### config.mk
export PLATFORM = sky130hd
export DESIGN_NAME = qenc_host_regs
export DESIGN_NICKNAME = d
export VERILOG_FILES = /design/src/rtl/qenc_host_pkg.sv /design/src/rtl/qenc_bus_sync.sv /design/src/rtl/qenc_axis_regs.sv /design/src/rtl/qenc_read_mux.sv /design/src/rtl/qenc_host_regs.sv
export SDC_FILE = /design/constraint.sdc
export NUM_CORES = 1
export LEC_CHECK = 0
export ABC_CLOCK_PERIOD_IN_PS = 4790
export BUFFER_PORTS_ARGS = -buffer_cell sky130_fd_sc_hd__buf_2
export CAP_MARGIN = 0
export CORE_UTILIZATION = 45
export DETAILED_ROUTE_END_ITERATION = 7
export GPL_ROUTABILITY_DRIVEN = 0
export PLACE_DENSITY = 0.74
export SYNTH_ARGS = -nofsm -noshare
export SYNTH_HDL_FRONTEND = slang
export SYNTH_SLANG_ARGS = --single-unit
export TNS_END_PERCENT = 50
### constraint.sdc
create_clock -name clk -period 4.79 [get_ports clk]
set_clock_uncertainty 0.15 [all_clocks]
set_input_delay 0.2395 -clock clk [delete_from_list [all_inputs] [get_ports clk]]
set_output_delay 0.2395 -clock clk [all_outputs]
set_load 0.05 [all_outputs]
### src/rtl/qenc_host_pkg.sv
package qenc_host_pkg;

    parameter int REG_W   = 32;
    parameter int BYTE_W  = 8;
    parameter int BUS_W   = 16;
    parameter int SEL_W   = 3;
    parameter int AXIS_W  = 1;
    parameter int EVT_W   = 4;
    localparam int NUM_AXES = 1 << AXIS_W;

    // command byte bit positions
    localparam int CMD_CNT_CLR  = 0;
    localparam int CMD_CNT_LOAD = 1;
    localparam int CMD_SNAP     = 2;
    localparam int CMD_STS_CLR  = 3;
    localparam int CMD_MASTER   = 4;
    localparam int CMD_SIGN_SET = 5;
    localparam int CMD_SIGN_CLR = 6;

    typedef struct packed {
        logic              cs;
        logic              rd;
        logic              wr;
        logic              wide;
        logic [SEL_W-1:0]  sel;
        logic [AXIS_W-1:0] axis;
        logic [BUS_W-1:0]  data;
    } bus_t;

    typedef struct packed {
        logic              cs;
        logic              rd;
        logic              wide;
        logic [SEL_W-1:0]  sel;
        logic [AXIS_W-1:0] axis;
    } rd_view_t;

    typedef struct packed {
        logic              commit;
        logic              wide;
        logic [SEL_W-1:0]  sel;
        logic [AXIS_W-1:0] axis;
        logic [BUS_W-1:0]  data;
    } wr_req_t;

    typedef enum logic [3:0] {
        W_NONE, W_MODE_A, W_MODE_B, W_MODE_AB,
        W_PRE_B0, W_PRE_B1, W_PRE_B2, W_PRE_B3,
        W_PRE_W0, W_PRE_W1, W_CMD
    } wtgt_e;

    typedef enum logic [3:0] {
        R_NONE, R_MODE_A, R_MODE_B, R_MODE_AB,
        R_SNP_B0, R_SNP_B1, R_SNP_B2, R_SNP_B3,
        R_SNP_W0, R_SNP_W1, R_STATUS
    } rtgt_e;

    function automatic wtgt_e decode_write(input logic wide, input logic [SEL_W-1:0] sel);
        wtgt_e t;
        t = W_NONE;
        if (wide) begin
            case (sel)
                3'd0: t = W_MODE_AB;
                3'd2: t = W_PRE_W0;
                3'd4: t = W_PRE_W1;
                3'd6: t = W_CMD;
                default: t = W_NONE;
            endcase
        end else begin
            case (sel)
                3'd0: t = W_MODE_A;
                3'd1: t = W_MODE_B;
                3'd2: t = W_PRE_B0;
                3'd3: t = W_PRE_B1;
                3'd4: t = W_PRE_B2;
                3'd5: t = W_PRE_B3;
                3'd6: t = W_CMD;
                default: t = W_NONE;
            endcase
        end
        return t;
    endfunction

    function automatic rtgt_e decode_read(input logic wide, input logic [SEL_W-1:0] sel);
        rtgt_e t;
        t = R_NONE;
        if (wide) begin
            case (sel)
                3'd0: t = R_MODE_AB;
                3'd2: t = R_SNP_W0;
                3'd4: t = R_SNP_W1;
                3'd6: t = R_STATUS;
                default: t = R_NONE;
            endcase
        end else begin
            case (sel)
                3'd0: t = R_MODE_A;
                3'd1: t = R_MODE_B;
                3'd2: t = R_SNP_B0;
                3'd3: t = R_SNP_B1;
                3'd4: t = R_SNP_B2;
                3'd5: t = R_SNP_B3;
                3'd6: t = R_STATUS;
                default: t = R_NONE;
            endcase
        end
        return t;
    endfunction

endpackage

### src/rtl/qenc_bus_sync.sv
module qenc_bus_sync
    import qenc_host_pkg::*;
#(
    parameter int STAGES = 2
) (
    input  logic     clk,
    input  logic     rst,
    input  bus_t     bus_raw,
    output rd_view_t rview,
    output wr_req_t  wreq
);

    bus_t pipe [STAGES];

    // stage after the synchroniser: the bus as seen one cycle earlier
    logic              d_cs;
    logic              d_wr;
    logic              d_wide;
    logic [SEL_W-1:0]  d_sel;
    logic [AXIS_W-1:0] d_axis;
    logic [BUS_W-1:0]  d_data;

    always_ff @(posedge clk) begin
        if (rst) begin
            for (int i = 0; i < STAGES; i++) pipe[i] <= '0;
        end else begin
            pipe[0] <= bus_raw;
            for (int i = 1; i < STAGES; i++) pipe[i] <= pipe[i-1];
        end
    end

    always_ff @(posedge clk) begin
        if (rst) begin
            d_cs   <= 1'b0;
            d_wr   <= 1'b0;
            d_wide <= 1'b0;
            d_sel  <= '0;
            d_axis <= '0;
            d_data <= '0;
        end else begin
            d_cs   <= pipe[STAGES-1].cs;
            d_wr   <= pipe[STAGES-1].wr;
            d_wide <= pipe[STAGES-1].wide;
            d_sel  <= pipe[STAGES-1].sel;
            d_axis <= pipe[STAGES-1].axis;
            d_data <= pipe[STAGES-1].data;
        end
    end

    always_comb begin
        rview.cs   = pipe[STAGES-1].cs;
        rview.rd   = pipe[STAGES-1].rd;
        rview.wide = pipe[STAGES-1].wide;
        rview.sel  = pipe[STAGES-1].sel;
        rview.axis = pipe[STAGES-1].axis;

        // trailing edge of the write strobe while selected
        wreq.commit = d_wr & ~pipe[STAGES-1].wr & d_cs;
        wreq.wide   = d_wide;
        wreq.sel    = d_sel;
        wreq.axis   = d_axis;
        wreq.data   = d_data;
    end

endmodule

### src/rtl/qenc_axis_regs.sv
module qenc_axis_regs
    import qenc_host_pkg::*;
(
    input  logic               clk,
    input  logic               rst,
    input  logic               wr_en,
    input  wtgt_e              tgt,
    input  logic [BUS_W-1:0]   wdata,
    input  logic [REG_W-1:0]   cnt_value,
    input  logic [EVT_W-1:0]   evt,
    input  logic               cen,
    input  logic               up,
    output logic [BYTE_W-1:0]  mode_a,
    output logic [BYTE_W-1:0]  mode_b,
    output logic [REG_W-1:0]   preset,
    output logic [REG_W-1:0]   snapshot,
    output logic [BYTE_W-1:0]  status,
    output logic               clr_p,
    output logic               load_p
);

    logic [EVT_W-1:0] sticky;
    logic             sign;
    logic             cmd_v;
    logic             master;
    logic             sts_clr;
    logic             snap;

    always_comb begin
        cmd_v   = wr_en && (tgt == W_CMD);
        master  = cmd_v & wdata[CMD_MASTER];
        sts_clr = cmd_v & wdata[CMD_STS_CLR];
        snap    = cmd_v & wdata[CMD_SNAP] & ~master;
        status  = {sticky, cen, 1'b0, up, sign};
    end

    always_ff @(posedge clk) begin
        if (rst) begin
            mode_a   <= '0;
            mode_b   <= '0;
            preset   <= '0;
            snapshot <= '0;
            sticky   <= '0;
            sign     <= 1'b0;
            clr_p    <= 1'b0;
            load_p   <= 1'b0;
        end else begin
            clr_p  <= cmd_v & wdata[CMD_CNT_CLR];
            load_p <= cmd_v & wdata[CMD_CNT_LOAD];
            if (master) begin
                mode_a   <= '0;
                mode_b   <= '0;
                preset   <= '0;
                snapshot <= '0;
                sticky   <= evt;
                sign     <= 1'b0;
            end else begin
                if (wr_en) begin
                    case (tgt)
                        W_MODE_A:  mode_a <= wdata[BYTE_W-1:0];
                        W_MODE_B:  mode_b <= wdata[BYTE_W-1:0];
                        W_MODE_AB: begin
                            mode_a <= wdata[BYTE_W-1:0];
                            mode_b <= wdata[BUS_W-1:BYTE_W];
                        end
                        W_PRE_B0:  preset[7:0]   <= wdata[BYTE_W-1:0];
                        W_PRE_B1:  preset[15:8]  <= wdata[BYTE_W-1:0];
                        W_PRE_B2:  preset[23:16] <= wdata[BYTE_W-1:0];
                        W_PRE_B3:  preset[31:24] <= wdata[BYTE_W-1:0];
                        W_PRE_W0:  preset[15:0]  <= wdata;
                        W_PRE_W1:  preset[31:16] <= wdata;
                        default: ;
                    endcase
                end
                if (snap) snapshot <= cnt_value;
                sticky <= (sts_clr ? '0 : sticky) | evt;
                if (cmd_v & wdata[CMD_SIGN_CLR])      sign <= 1'b0;
                else if (cmd_v & wdata[CMD_SIGN_SET]) sign <= 1'b1;
            end
        end
    end

    // counter pulses never last longer than one cycle
    a_r9_clr_one_cycle: assert property (@(posedge clk) disable iff (rst)
        clr_p |=> !clr_p);
    a_r9_load_one_cycle: assert property (@(posedge clk) disable iff (rst)
        load_p |=> !load_p);
    // sticky bits only fall on a clear command or master clear
    a_r11_sticky_hold: assert property (@(posedge clk) disable iff (rst)
        (!sts_clr && !master) |=> ((sticky & $past(sticky)) == $past(sticky)));
    // master clear empties the axis on the next cycle
    a_r12_master_clears: assert property (@(posedge clk) disable iff (rst)
        master |=> (mode_a == '0 && mode_b == '0 && preset == '0 && snapshot == '0 && !sign));
    // snapshot holds the count seen at the command
    a_r10_snap_copy: assert property (@(posedge clk) disable iff (rst)
        snap |=> (snapshot == $past(cnt_value)));

endmodule

### src/rtl/qenc_read_mux.sv
module qenc_read_mux
    import qenc_host_pkg::*;
(
    input  rtgt_e                              tgt,
    input  logic [AXIS_W-1:0]                  axis,
    input  logic [NUM_AXES-1:0][BYTE_W-1:0]    mode_a,
    input  logic [NUM_AXES-1:0][BYTE_W-1:0]    mode_b,
    input  logic [NUM_AXES-1:0][REG_W-1:0]     snapshot,
    input  logic [NUM_AXES-1:0][BYTE_W-1:0]    status,
    output logic [BUS_W-1:0]                   rdata
);

    logic [BYTE_W-1:0] ma;
    logic [BYTE_W-1:0] mb;
    logic [REG_W-1:0]  sn;
    logic [BYTE_W-1:0] st;

    always_comb begin
        ma = mode_a[axis];
        mb = mode_b[axis];
        sn = snapshot[axis];
        st = status[axis];
        case (tgt)
            R_MODE_A:  rdata = {{BYTE_W{1'b0}}, ma};
            R_MODE_B:  rdata = {{BYTE_W{1'b0}}, mb};
            R_MODE_AB: rdata = {mb, ma};
            R_SNP_B0:  rdata = {{BYTE_W{1'b0}}, sn[7:0]};
            R_SNP_B1:  rdata = {{BYTE_W{1'b0}}, sn[15:8]};
            R_SNP_B2:  rdata = {{BYTE_W{1'b0}}, sn[23:16]};
            R_SNP_B3:  rdata = {{BYTE_W{1'b0}}, sn[31:24]};
            R_SNP_W0:  rdata = sn[15:0];
            R_SNP_W1:  rdata = sn[31:16];
            R_STATUS:  rdata = {{BYTE_W{1'b0}}, st};
            default:   rdata = '0;
        endcase
    end

endmodule

### src/rtl/qenc_host_regs.sv
module qenc_host_regs
    import qenc_host_pkg::*;
#(
    parameter int SYNC_STAGES = 2
) (
    input  logic                              clk,
    input  logic                              rst,
    input  logic                              cs_n,
    input  logic                              rd_n,
    input  logic                              wr_n,
    input  logic [SEL_W-1:0]                  reg_sel,
    input  logic [AXIS_W-1:0]                 axis_sel,
    input  logic                              wide_mode,
    input  logic [BUS_W-1:0]                  din,
    output logic [BUS_W-1:0]                  dout,
    output logic                              dout_en,
    input  logic [NUM_AXES-1:0][REG_W-1:0]    cnt_value,
    input  logic [NUM_AXES-1:0][EVT_W-1:0]    cnt_evt,
    input  logic [NUM_AXES-1:0]               cnt_en,
    input  logic [NUM_AXES-1:0]               cnt_up,
    output logic [NUM_AXES-1:0][BYTE_W-1:0]   mode_a,
    output logic [NUM_AXES-1:0][BYTE_W-1:0]   mode_b,
    output logic [NUM_AXES-1:0][REG_W-1:0]    preset,
    output logic [NUM_AXES-1:0]               cnt_clr_p,
    output logic [NUM_AXES-1:0]               cnt_load_p
);

    bus_t      bus_raw;
    rd_view_t  rview;
    wr_req_t   wreq;
    wtgt_e     wtgt;
    rtgt_e     rtgt;
    logic [BUS_W-1:0]                 rdata;
    logic [NUM_AXES-1:0][REG_W-1:0]   snapshot;
    logic [NUM_AXES-1:0][BYTE_W-1:0]  status;

    always_comb begin
        bus_raw.cs   = ~cs_n;
        bus_raw.rd   = ~rd_n;
        bus_raw.wr   = ~wr_n;
        bus_raw.wide = wide_mode;
        bus_raw.sel  = reg_sel;
        bus_raw.axis = axis_sel;
        bus_raw.data = din;
    end

    qenc_bus_sync #(.STAGES(SYNC_STAGES)) i_sync (
        .clk     (clk),
        .rst     (rst),
        .bus_raw (bus_raw),
        .rview   (rview),
        .wreq    (wreq)
    );

    assign wtgt = decode_write(wreq.wide, wreq.sel);
    assign rtgt = decode_read(rview.wide, rview.sel);

    for (genvar g = 0; g < NUM_AXES; g++) begin : g_axis
        qenc_axis_regs i_axis (
            .clk       (clk),
            .rst       (rst),
            .wr_en     (wreq.commit && (wreq.axis == AXIS_W'(g))),
            .tgt       (wtgt),
            .wdata     (wreq.data),
            .cnt_value (cnt_value[g]),
            .evt       (cnt_evt[g]),
            .cen       (cnt_en[g]),
            .up        (cnt_up[g]),
            .mode_a    (mode_a[g]),
            .mode_b    (mode_b[g]),
            .preset    (preset[g]),
            .snapshot  (snapshot[g]),
            .status    (status[g]),
            .clr_p     (cnt_clr_p[g]),
            .load_p    (cnt_load_p[g])
        );
    end

    qenc_read_mux i_rmux (
        .tgt      (rtgt),
        .axis     (rview.axis),
        .mode_a   (mode_a),
        .mode_b   (mode_b),
        .snapshot (snapshot),
        .status   (status),
        .rdata    (rdata)
    );

    always_comb begin
        dout_en = rview.cs & rview.rd;
        dout    = dout_en ? rdata : '0;
    end

    // a command pulse reaches one axis at a time
    a_r9_load_one_axis: assert property (@(posedge clk) disable iff (rst)
        $onehot0(cnt_load_p));
    a_r9_clr_one_axis: assert property (@(posedge clk) disable iff (rst)
        $onehot0(cnt_clr_p));
    // mode registers move only after a committed write
    a_r7_mode_still: assert property (@(posedge clk) disable iff (rst)
        !$past(wreq.commit) |-> ($stable(mode_a) && $stable(mode_b) && $stable(preset)));

endmodule

* After elaboration in Yosys (flattened, before gate mapping)
Memories as Yosys holds them, arrays and structs flattened. Index checks and enable logic that the tools add are counted.
Storage, ports and cells: register bits after elaboration 197, bits in writable memories 48, bits of input ports 102, output and inout port bits 117, memories 1
Cells by class: $lt $le $gt $ge 1, equal/unequal tests 32, mux-type cells 28, bitwise logic cells 30, reductions and logical operators 28
Memories:
- i_sync.pipe | words 2, bits a word 24, rd ports 2, clocked after memory_dff 0, wr ports 2, RTL line qenc_bus_sync.sv:13 | bus_t pipe [STAGES];
Operators with widths (count):
- 16-bit case mux with 10 select lines | 1
- 32-bit 2-to-1 mux | 2
- 4-bit case mux with 7 select lines | 2
- 24-bit 2-to-1 mux | 2
- 8-bit 2-to-1 mux | 6
- 8-bit case mux with 2 select lines | 3
- 4-bit by 3-bit == test with 1-bit output (second input constant) | 8
- 4-bit case mux with 4 select lines | 2
- 4-bit == test (second input constant) | 6
- 4-bit 2-to-1 mux | 6
- 2-bit AND reduction | 12
- 1-bit bitwise AND | 19
- 3-bit == test (second input constant) | 6
- 4-bit by 2-bit == test with 1-bit output (second input constant) | 4
- 16-bit 2-to-1 mux | 1
- 3-bit by 2-bit == test with 1-bit output (second input constant) | 4
- 2-bit OR reduction | 5
- 4-bit by 1-bit == test with 1-bit output (second input constant) | 2
- 4-bit OR | 2
- 1-bit inverter | 7
- 3-bit by 1-bit == test with 1-bit output (second input constant) | 2
- 3-bit logical NOT | 2
- 2-bit nonzero test | 3
- 3-bit OR reduction | 2
- other kinds (4) | 10

* Logic depth before layout (Yosys ltp)
An unclocked memory read counts as a cell.
word-level depth 10, gate-level depth with buffers 7

* By module
From an unflattened synthesis, not the netlist that was laid out.
Second synthesis, totals: cells, all modules 1005, area total of the unflattened synthesis 10383.7 µm²
By module, submodules not included:
- qenc_axis_regs | instances 2, cells an instance 321, area each 3415.8 µm², seq. area each 1741.7 µm²
- qenc_bus_sync | instances 1, cells an instance 159, area each 1976.9 µm², seq. area each 1421.4 µm²
- qenc_read_mux | instances 1, cells an instance 155, area each 1290.0 µm², seq. area each 0.0 µm²
- qenc_host_regs | instances 1, cells an instance 49, area each 285.3 µm², seq. area each 0.0 µm²

* Worst setup path before layout
Ideal clock, no wire load.
kind flip-flop to output port, start point memory i_sync.pipe[0][41] (netlist bit), end point output port dout[2], arrival 2.216 ns, setup slack 2.185 ns, cell stages (with the launch flop) 5, cell sequence dfxtp_1 buf_2 or4b_1 or2_2 a41oi_1
RTL lines:
- from (decl) | RTL line qenc_bus_sync.sv:13
- to (decl) | RTL line qenc_host_regs.sv:15 | output logic [BUS_W-1:0] dout,

==> reports/qor.txt <==
Slowest cell on crit path = dfxtp_2
post-synth top area share = 49.75%
deepest level of the CTS H-tree = 1
Post-synth EDFFs = 0
P per Cell Area = 341.5 mW/mm²
Worst-Margin Slew = 1008 ps
Initial DRC Count = 650
clock root buffer master = clkbuf_16
core area = 0.02122 mm²
worst skew pair latency = 530 ps
critical path endpoint category = output pin
drt drc = 0
vias per cell = 5.448
Startpoint Class = register
Seq pwr share = 48.0%
residual overflow from global routing = 0
first-pass GRT wire length = 45.18 mm
Max Fanout on Critical Path = 26
setup TNS = 0 ps
CTS Buf Count = 26
footprint of the multi-input gates = 0.004513 mm²
antenna cell count = 0
FFs w/ async S/R, synth = 0%
Die Height = 150.0 µm
I/O Buffers = 218
critical path required time = 4400 ps
die area = 0.02251 mm²
max-cap violations = 0
Comb power frac = 5.0%
chip width = 150.0 µm
I/O pin count = 219
CP max stage delay = 770 ps
top cells by area, synth = dfxtp_1 (50%), nand2_1 (7.3%), a21oi_1 (6.9%)
distinct cell type count after synthesis = 56
max_slew headroom = 32.54%
mean post-synth cell area = 9.095 µm²
area grow syn2layout = 29.78%
Static Leak = 4.847 nW
antenna violations before repair = 1
Slew Limit Fails = 0
crit path time final = 3415 ps
CP Class = register to output pin
run status = complete, no violations
RSZ-0062 raised after global routing = no
Mapped Cells = 1084
R2R setup slack = 1800 ps
sw frac = 21.33%
Avg WL per Cell = 18.12 µm
Sw Pwr = 0.9320 mW
Final Power = 4.370 mW
placed cell count = 1502
fillers = 1755
synth warn = 0
Final period util = 71.30%
total wire length = 29.77 mm
Synth Flop Type = dfxtp_1
largest net degree at the start of global routing = 83
CTS tree = built
WP data arrival = 3030 ps
dpl hpwl = 19.79 mm
most common cell in the netlist = dfxtp_1
biggest area consumer among synthesized cells = dfxtp_1
Final Hold Vio Count = 0
Non-Filler Instances = 1643
Post-Synthesis Net Count = 1186
Max Buffers Root-to-Sink = 3
Detail Route Antenna Nets = 0
maximum vdd ir drop = 0.2566 mV
Resize count post-CTS = 0
synth cell count leaders = dfxtp_1 (245), nand2_1 (193), a21oi_1 (136), nor2_1 (80), nor2b_1 (72)
endpoints failing setup = 0
clock share of power = 47.0%
Nets = 1453
Hold Path Class = input port to register
GRT Overall Usage = 25.90%
Top cell by count, worst path = mux2i_1
design internal power = 3.438 mW
register area share after synthesis = 49.75%
clock sinks = 245
Seq. cell area = 0.004906 mm²
cell-by-cell trace of the critical path = buf_4 > mux2i_1 > mux2i_1 > a311oi_1 > a21oi_1 > buf_2
Synth Register Bits = 245
Netlist Area Pre-Place = 0.009859 mm²
vias in the first global route = 8447
drt pass-1 iters = 5
Max Clk Rate = 0.2928 GHz
Worst-path clk slew = 60 ps
# rows = 53
Starting Density = 46.46%
via count = 8951
layout cell share with drive strength beyond 1 = 24.63%
-- layer usage --
layer / up-vias / share of wire [%] / global-route usage [%]
met4: 2 / 3.5 / 10.10
met2: 419 / 46 / 41.06
met3: 75 / 7.7 / 4.360
li1: 4256 / - / -
met1: 4199 / 43 / 35.04
met5: - / 0.054 / 0
-- through the flow --
| step | setup WS (ps) | hold slack [ps] | util (%) | cell area (µm²) |
|---|---|---|---|---|
| after floorplan | 2185 | 156.2 | - | 9859 |
| after global placement | 1978 | 245.5 | 51.61 | 10950 |
| after detailed placement | 1840 | 244.3 | 51.61 | 10950 |
| after CTS | 1426 | 222.3 | 60.30 | 12800 |
| after global routing | 1293 | 243.5 | 60.30 | 12800 |
| final | 1375 | 244.7 | 60.30 | 12800 |
-- cell families after synthesis --
family / count (synthesis) / synth area share (%)
xor gates and xnor gates: 1 / 0.2792
muxes: 74 / 7.830
DFF: 245 / 49.75
and+or+nand+nor: 444 / 22.82
AOI/OAI and AO/OA: 231 / 14.70
buffers and inverters: 89 / 4.632
-- cells in the final DEF (no fill, tap or decap), types with 3 or more instances in the layout --
| cell | n |
|---|---|
| nand2_1 | 193 |
| mux2i_1 | 49 |
| dfxtp_1 | 244 |
| clkbuf_8 | 4 |
| a211oi_1 | 44 |
| clkbuf_1 | 5 |
| a22oi_1 | 9 |
| clkbuf_16 | 27 |
| nor2_1 | 80 |
| a41oi_1 | 3 |
| nand2b_1 | 3 |
| a221oi_1 | 3 |
| a211oi_2 | 10 |
| mux2_2 | 24 |
| nor4b_4 | 4 |
| o22ai_1 | 7 |
| nor2b_1 | 72 |
| a21oi_1 | 136 |
| nand3_1 | 52 |
| buf_2 | 218 |
| and2_1 | 6 |
| bufinv_16 | 3 |
| dlygate4sd3_1 | 96 |
| buf_4 | 12 |
| nor2_2 | 6 |
| a211o_1 | 3 |
| clkinvlp_4 | 3 |
| or2_2 | 3 |
| nor3_4 | 3 |
| a31oi_1 | 4 |
-- state kept, by name, indices dropped and copies added (netlist names), 2 cells and up --
| signal | cells |
|---|---|
| g_axis.i_axis.clr_p | 2 |
| g_axis.i_axis.load_p | 2 |
| g_axis.i_axis.mode_a | 16 |
| g_axis.i_axis.mode_b | 16 |
| g_axis.i_axis.preset | 64 |
| g_axis.i_axis.sign | 2 |
| g_axis.i_axis.snapshot | 64 |
| g_axis.i_axis.sticky | 8 |
| i_sync.d_data | 16 |
| i_sync.d_sel | 3 |
| i_sync.pipe | 48 |
-- worst paths after layout --
path,start,cells after the start,end
worst max-delay path,i_sync.pipe[0][40]$_SDFF_PP0_,6,dout[0]
worst min-delay path,rd_n,3,i_sync.pipe[0][22]$_SDFF_PP0_
worst max register to register,i_sync.d_sel[1]$_SDFF_PP0_,5,g_axis[1].i_axis.preset[9]$_SDFFE_PP0P_
worst min register to register,i_sync.pipe[0][31]$_SDFF_PP0_,1,i_sync.d_data[7]$_SDFF_PP0_
-- what timing repair did --
action / 4_1_cts / 5_1_grt
buffers inserted: 0 / 0
endpoints found under the hold margin: 96 / 0
hold buffers: 96 / 0
-- power by group through the flow --
stage / logic [mW] / clock network (mW) / registers (mW)
floorplan: 0.106 / 0 / 2.12
global placement: 0.150 / 0 / 2.14
detailed placement: 0.151 / 0 / 2.14
CTS: 0.212 / 2.09 / 2.10
global route: 0.233 / 2.18 / 2.10
finish: 0.217 / 2.05 / 2.10
-- worst max-delay path, delay by kind of cell, from the launching register on --
family / cells / cell delay [ps]
buffers and inverters: 2 / 700
muxes: 2 / 440
DFF: 1 / 770
AOI/OAI and AO/OA: 2 / 570
-- area by class of cell --
class                   count  share of cell area, %
clock inverters             9                  1.046
repair buffers            326                  16.74
multi-input cells         750                  35.27
clock buffers              36                  5.857
inverters                   2                0.05867
well taps                 275                  2.689
flip-flops and latches    245                  38.34
No activity file was read; power rests on OpenSTA's default activity.
